**config.mk**
```make
export PLATFORM = sky130hd
export DESIGN_NAME = ram_bist_oneshot
export DESIGN_NICKNAME = d
export VERILOG_FILES = /design/src/rtl/mbist_pkg.sv /design/src/rtl/mbist_addr_gen.sv /design/src/rtl/mbist_fsm.sv /design/src/rtl/mbist_cmp.sv /design/src/rtl/ram_bist_oneshot.sv
export SDC_FILE = /design/constraint.sdc
export NUM_CORES = 1
export LEC_CHECK = 0
export BUFFER_PORTS_ARGS = -buffer_cell sky130_fd_sc_hd__buf_2
export CELL_PAD_IN_SITES_DETAIL_PLACEMENT = 0
export CELL_PAD_IN_SITES_GLOBAL_PLACEMENT = 1
export CORE_MARGIN = 2
export CORE_UTILIZATION = 35
export DETAILED_ROUTE_END_ITERATION = 7
export PLACE_DENSITY_LB_ADDON = 0.1
export SYNTH_ARGS = -nofsm -noshare
export SYNTH_HDL_FRONTEND = slang
export SYNTH_HIERARCHICAL = 1
export SYNTH_SLANG_ARGS = --single-unit
```
**constraint.sdc**
```tcl
create_clock -name clk -period 3.3 [get_ports clk]
set_input_delay 0.66 -clock clk [delete_from_list [all_inputs] [get_ports clk]]
set_output_delay 0.66 -clock clk [all_outputs]
set_load 0.01 [all_outputs]
```
**src/rtl/mbist_pkg.sv**
```systemverilog
package mbist_pkg;

    typedef enum logic [2:0] {
        ST_IDLE,
        ST_FILL,
        ST_READ,
        ST_WRITE,
        ST_SCAN,
        ST_DRAIN,
        ST_DONE
    } mbist_state_e;

    localparam int unsigned ELEM_W    = 3;
    localparam logic [ELEM_W-1:0] ELEM_LAST_RW = 3'd4;
    localparam logic [ELEM_W-1:0] ELEM_SCAN    = 3'd5;

    // Elements 3 and 4 walk the address space downward.
    function automatic logic elem_desc(input logic [ELEM_W-1:0] e);
        return (e == 3'd3) || (e == 3'd4);
    endfunction

    // Background bit expected by the read of an element.
    function automatic logic elem_rd_bit(input logic [ELEM_W-1:0] e);
        return (e == 3'd2) || (e == 3'd4);
    endfunction

    // Background bit written by an element.
    function automatic logic elem_wr_bit(input logic [ELEM_W-1:0] e);
        return (e == 3'd1) || (e == 3'd3);
    endfunction

endpackage

```
**src/rtl/mbist_addr_gen.sv**
```systemverilog
module mbist_addr_gen #(
    parameter int unsigned AW = 8
) (
    input  logic          clk,
    input  logic          rst_n,
    input  logic          load,
    input  logic          load_hi,
    input  logic          step,
    input  logic          down,
    output logic [AW-1:0] addr,
    output logic          last
);
    localparam logic [AW-1:0] ADDR_MAX = {AW{1'b1}};

    always_ff @(posedge clk or negedge rst_n) begin
        if (!rst_n) begin
            addr <= '0;
        end else if (load) begin
            addr <= load_hi ? ADDR_MAX : '0;
        end else if (step) begin
            addr <= down ? addr - 1'b1 : addr + 1'b1;
        end
    end

    assign last = down ? (addr == '0) : (addr == ADDR_MAX);

endmodule

```
**src/rtl/mbist_fsm.sv**
```systemverilog
module mbist_fsm
    import mbist_pkg::*;
(
    input  logic clk,
    input  logic rst_n,
    input  logic start_i,
    input  logic addr_last,
    output logic addr_load,
    output logic addr_load_hi,
    output logic addr_step,
    output logic addr_down,
    output logic ram_en,
    output logic ram_we,
    output logic wr_bit,
    output logic rd_issue,
    output logic exp_bit,
    output logic busy,
    output logic done
);
    mbist_state_e      state_q, state_d;
    logic [ELEM_W-1:0] elem_q, elem_d;
    logic [ELEM_W-1:0] elem_nxt;

    assign elem_nxt = elem_q + 3'd1;

    // State register
    always_ff @(posedge clk or negedge rst_n) begin
        if (!rst_n) begin
            state_q <= ST_IDLE;
            elem_q  <= '0;
        end else begin
            state_q <= state_d;
            elem_q  <= elem_d;
        end
    end

    // Transitions
    always_comb begin
        state_d      = state_q;
        elem_d       = elem_q;
        addr_load    = 1'b0;
        addr_load_hi = 1'b0;
        addr_step    = 1'b0;
        unique case (state_q)
            ST_IDLE: begin
                if (start_i) begin
                    state_d   = ST_FILL;
                    elem_d    = '0;
                    addr_load = 1'b1;
                end
            end
            ST_FILL: begin
                if (addr_last) begin
                    state_d   = ST_READ;
                    elem_d    = 3'd1;
                    addr_load = 1'b1;
                end else begin
                    addr_step = 1'b1;
                end
            end
            ST_READ: begin
                state_d = ST_WRITE;
            end
            ST_WRITE: begin
                if (addr_last) begin
                    addr_load = 1'b1;
                    if (elem_q == ELEM_LAST_RW) begin
                        state_d = ST_SCAN;
                        elem_d  = ELEM_SCAN;
                    end else begin
                        state_d      = ST_READ;
                        elem_d       = elem_nxt;
                        addr_load_hi = elem_desc(elem_nxt);
                    end
                end else begin
                    state_d   = ST_READ;
                    addr_step = 1'b1;
                end
            end
            ST_SCAN: begin
                if (addr_last) state_d = ST_DRAIN;
                else           addr_step = 1'b1;
            end
            ST_DRAIN: begin
                state_d = ST_DONE;
            end
            ST_DONE: begin
                state_d = ST_DONE;
            end
            default: state_d = ST_IDLE;
        endcase
    end

    // Outputs
    always_comb begin
        addr_down = elem_desc(elem_q);
        wr_bit    = elem_wr_bit(elem_q);
        exp_bit   = elem_rd_bit(elem_q);
        ram_en    = 1'b0;
        ram_we    = 1'b0;
        rd_issue  = 1'b0;
        busy      = 1'b1;
        done      = 1'b0;
        unique case (state_q)
            ST_IDLE:  busy = 1'b0;
            ST_FILL:  begin ram_en = 1'b1; ram_we = 1'b1; end
            ST_READ:  begin ram_en = 1'b1; rd_issue = 1'b1; end
            ST_WRITE: begin ram_en = 1'b1; ram_we = 1'b1; end
            ST_SCAN:  begin ram_en = 1'b1; rd_issue = 1'b1; end
            ST_DRAIN: ;
            ST_DONE:  begin busy = 1'b0; done = 1'b1; end
            default:  busy = 1'b0;
        endcase
    end

endmodule

```
**src/rtl/mbist_cmp.sv**
```systemverilog
module mbist_cmp #(
    parameter int unsigned DW = 8
) (
    input  logic          clk,
    input  logic          rst_n,
    input  logic          rd_issue,
    input  logic          exp_bit,
    input  logic [DW-1:0] rdata,
    output logic          fail
);
    logic pend_q;
    logic pend_exp_q;

    always_ff @(posedge clk or negedge rst_n) begin
        if (!rst_n) begin
            pend_q     <= 1'b0;
            pend_exp_q <= 1'b0;
            fail       <= 1'b0;
        end else begin
            pend_q     <= rd_issue;
            pend_exp_q <= exp_bit;
            if (pend_q && (rdata != {DW{pend_exp_q}})) fail <= 1'b1;
        end
    end

endmodule

```
**src/rtl/ram_bist_oneshot.sv**
```systemverilog
module ram_bist_oneshot #(
    parameter int unsigned AW = 8,
    parameter int unsigned DW = 8
) (
    input  logic          clk,
    input  logic          rst_n,
    input  logic          start_i,
    output logic          busy_o,
    output logic          done_o,
    output logic          fail_o,
    output logic          cpu_grant_o,
    output logic          ram_en_o,
    output logic          ram_we_o,
    output logic [AW-1:0] ram_addr_o,
    output logic [DW-1:0] ram_wdata_o,
    input  logic [DW-1:0] ram_rdata_i
);
    logic addr_load, addr_load_hi, addr_step, addr_down, addr_last;
    logic wr_bit, rd_issue, exp_bit;

    mbist_fsm u_fsm (
        .clk          (clk),
        .rst_n        (rst_n),
        .start_i      (start_i),
        .addr_last    (addr_last),
        .addr_load    (addr_load),
        .addr_load_hi (addr_load_hi),
        .addr_step    (addr_step),
        .addr_down    (addr_down),
        .ram_en       (ram_en_o),
        .ram_we       (ram_we_o),
        .wr_bit       (wr_bit),
        .rd_issue     (rd_issue),
        .exp_bit      (exp_bit),
        .busy         (busy_o),
        .done         (done_o)
    );

    mbist_addr_gen #(.AW(AW)) u_addr (
        .clk     (clk),
        .rst_n   (rst_n),
        .load    (addr_load),
        .load_hi (addr_load_hi),
        .step    (addr_step),
        .down    (addr_down),
        .addr    (ram_addr_o),
        .last    (addr_last)
    );

    mbist_cmp #(.DW(DW)) u_cmp (
        .clk      (clk),
        .rst_n    (rst_n),
        .rd_issue (rd_issue),
        .exp_bit  (exp_bit),
        .rdata    (ram_rdata_i),
        .fail     (fail_o)
    );

    assign ram_wdata_o = {DW{wr_bit}};
    assign cpu_grant_o = ~busy_o;

endmodule

```
==> out/results.ini <==
[timing]
finalSetupTns_ps = 0
period_needed_ps = 2951
worstMarginPinSlew_ps = 421.1
hold_viol_final = 0
rsz0062_at_grt = false
holdWs_ps = 336.2
finalWorstSetupSlack_ps = 349.1
max_freq_ghz = 0.3389
finalMaxSlewViolations = 0
setup_violations = 0
clock_skew_ps = 2.636
final.period_utilization_pct = 89.42
worst_slew_margin_rel_pct = 71.92

[worst_hold_path]
hp-class = in -> async

[cells_and_area]
diodes = 0
design_area_um2 = 1590
areaGrowthSynthToFinish_pct = 16.82
final_nets = 216
drive_gt1_share_pct = 24.48

[worst_setup_path]
cp_slowest_stage_delay_ps = 420
path_buf_inv = 3
crit_slowest_cell = dfrtp_1
arrival_ps = 3100
path_max_fanout = 6
endpoint_kind = flop
critical_path_depth = 14
path_cells = ha_1 -> ha_1 -> nand2b_1 -> inv_1 -> nor4_1 -> nand3_1 -> o31ai_1 -> buf_4 -> nor2_1 -> inv_2 -> or3_1 -> or3_1 -> a21oi_1 -> and3b_1
cpLargestDelayFamily = simple AND/OR/NAND/NOR gates
r2r_cells = 14
cp.required_ps = 3450
cp-start-kind = flop
critPathKind = reg -> reg

[synthesis]
synth_area_um2 = 1361
synth-simple-area-share_pct = 20.86
synth_seq_cells = 17
synth_mux_area_share_pct = 3.125
synthArstFlopShare_pct = 100.0
synth_top_family_by_area = compound AO/OA/AOI/OAI gates
synth_edf_count = 0
synth_top_area_share_pct = 31.25
synthXorXnorAreaFrac_pct = 1.287
synth-seq-area-share_pct = 31.25
synth.area.top_cells = dfrtp_1 (31%), ha_1 (10%), a21oi_1 (5.1%), buf_4 (4.4%), o21ai_0 (3.3%)
yosysWarningCount = 6
ys_types = 43
syn_avg_cell_area_um2 = 8.352
yosys.area_share.adder_pct = 11.58
synth_fp_nets = 186
yosysTopAreaCell = dfrtp_1
synth_compound_area_share_pct = 22.06
synthCells = 163
synth_ff_type = dfrtp_1

[placed_design]
dp_hpwl_um = 2436
pre_cts_ws_ps = 361.6
port_buffers = 32
gp_congestion = 0.8841
placed_area_um2 = 1541

[detailed_routing]
wl_um = 3188
drc = 0
dr.pass1.iters = 4
wl_per_cell_um = 13.28
ant_nets = 0
vias_per_cell = 5.300
drt_iter0_markers = 84
vias = 1272

[global_routing]
grt_pass1_vias = 1192
overflow = 0
grt_max_degree = 18
grt_pass1_wl_um = 5492
track_usage_pct = 16.15
antenna_found_initial = 0

[cts]
path_clk_slew_ps = 70
post_cts_buffers = 0
cts_tree = built
cts_root_buf = clkbuf_8
cts_num_sinks = 17
cts.path.max_buffers = 2
htree_levels = 1
numCtsBuffers = 3
worst_skew_pair.late_latency_ps = 250

[power]
irDropWorstVdd_uv = 112.9
powerDensity_nw_per_um2 = 238.9
leakage_nw = 0.7881
finalPower_mw = 0.3798

[floorplan]
die_area_um2 = 4404
core-area_um2 = 3689
die_x_um = 66.37
start_util_pct = 36.91
die_h_um = 66.37
num_io_pins = 33
num_rows = 22

[job]
cap_violations = 0

[outcome]
run_status = finished, final reports clean

==> final cells by class <==
| cell class | count | area (um2) |
|---|---|---|
| tap | 48 | 60.06 |
| clock buffer | 3 | 41.29 |
| inverter | 15 | 56.30 |
| clock inverter | 1 | 5.005 |
| fill | 381 | 2098 |
| timing repair buffer | 37 | 197.7 |
| multi-input combinational | 119 | 804.5 |
| sequential | 17 | 425.4 |
==> where the power goes <==
group          leakage (nW)  switching [mW]  internal [mW]
logic                 0.560         0.00775        0.00508
registers             0.202       0.0000356          0.208
clock network        0.0255          0.0749         0.0837
total                 0.788          0.0827          0.297
==> cells in the mapped netlist (all sizes together) (2+ instances only) <==
cell	number
dfrtp	17
nor2	12
inv	14
buf	10
or3	2
a31oi	2
nand4	5
nor2b	2
mux2i	2
a211oi	3
mux2	2
o21ai	11
xnor2	2
nand2	11
a21oi	14
o31ai	2
nor3	7
nand2b	2
nand3	5
o31a	2
nor4	6
clkbuf	2
a21o	2
o21a	2
ha	11
==> final timing paths <==
check | startpoint | end | slack (ps)
setup / recovery | u_fsm/elem_q[0] | u_addr/addr[7] | 350
hold / removal | rst_n | u_addr/addr[0] | 340
setup reg to reg | u_fsm/elem_q[0] | u_addr/addr[7] | 350
hold reg to reg | u_fsm/elem_q[2] | u_cmp/pend_exp_q | 550
max in group asynchronous | rst_n | u_cmp/pend_exp_q | 2670
min in group clk | u_fsm/elem_q[2] | u_cmp/pend_exp_q | 550
==> state kept, by name (all words and copies together), names as in the netlist <==
| signal | cells |
|---|---|
| u_fsm/state_q | 3 |
| u_cmp/pend_q | 1 |
| u_cmp/pend_exp_q | 1 |
| u_fsm/elem_q | 3 |
| u_addr/addr | 8 |
| u_cmp/fail | 1 |
==> cells by family (layout without fill, tap and decap cells) <==
kind of cell | Yosys count | after routing
simple gates | 55 | 55
compound gates | 46 | 46
buf+inv | 27 | 56
flops | 17 | 17
fa+ha+maj | 12 | 12
mux | 4 | 4
xor+xnor | 2 | 2
==> what timing repair did <==
| item | CTS | global route |
|---|---|---|
| setup endpoints to repair | 0 | 1 |
| gates resized for setup | 0 | 1 |
| hold buffers | 0 | 0 |
==> per-stage QoR <==
stage	cells	utilization [%]
after detailed placement	236	41.79
after global placement	236	41.79
final	240	43.11
after CTS	240	43.05
after global routing	240	43.11
after floorplan	163	-
==> layout by cell type, fill, tap and decap left out, drive strengths merged, types with 3 or more instances in the layout <==
cell type,n
a211oi,3
a21oi,14
buf,37
clkbuf,3
dfrtp,17
ha,11
inv,14
nand2,11
nand3,5
nand4,5
nor2,12
nor3,7
nor4,6
o21ai,11
==> layer usage <==
| metal | vias to the layer above | track usage [%] | routed length, um |
|---|---|---|---|
| met5 | - | 0 | 0 |
| met4 | 0 | 3.827 | 8 |
| met3 | 2 | 2.044 | 168 |
| met2 | 33 | 25.37 | 1387 |
| met1 | 586 | 23.38 | 1624 |
| li1 | 651 | - | - |
Power figures use the tool's default switching activity.
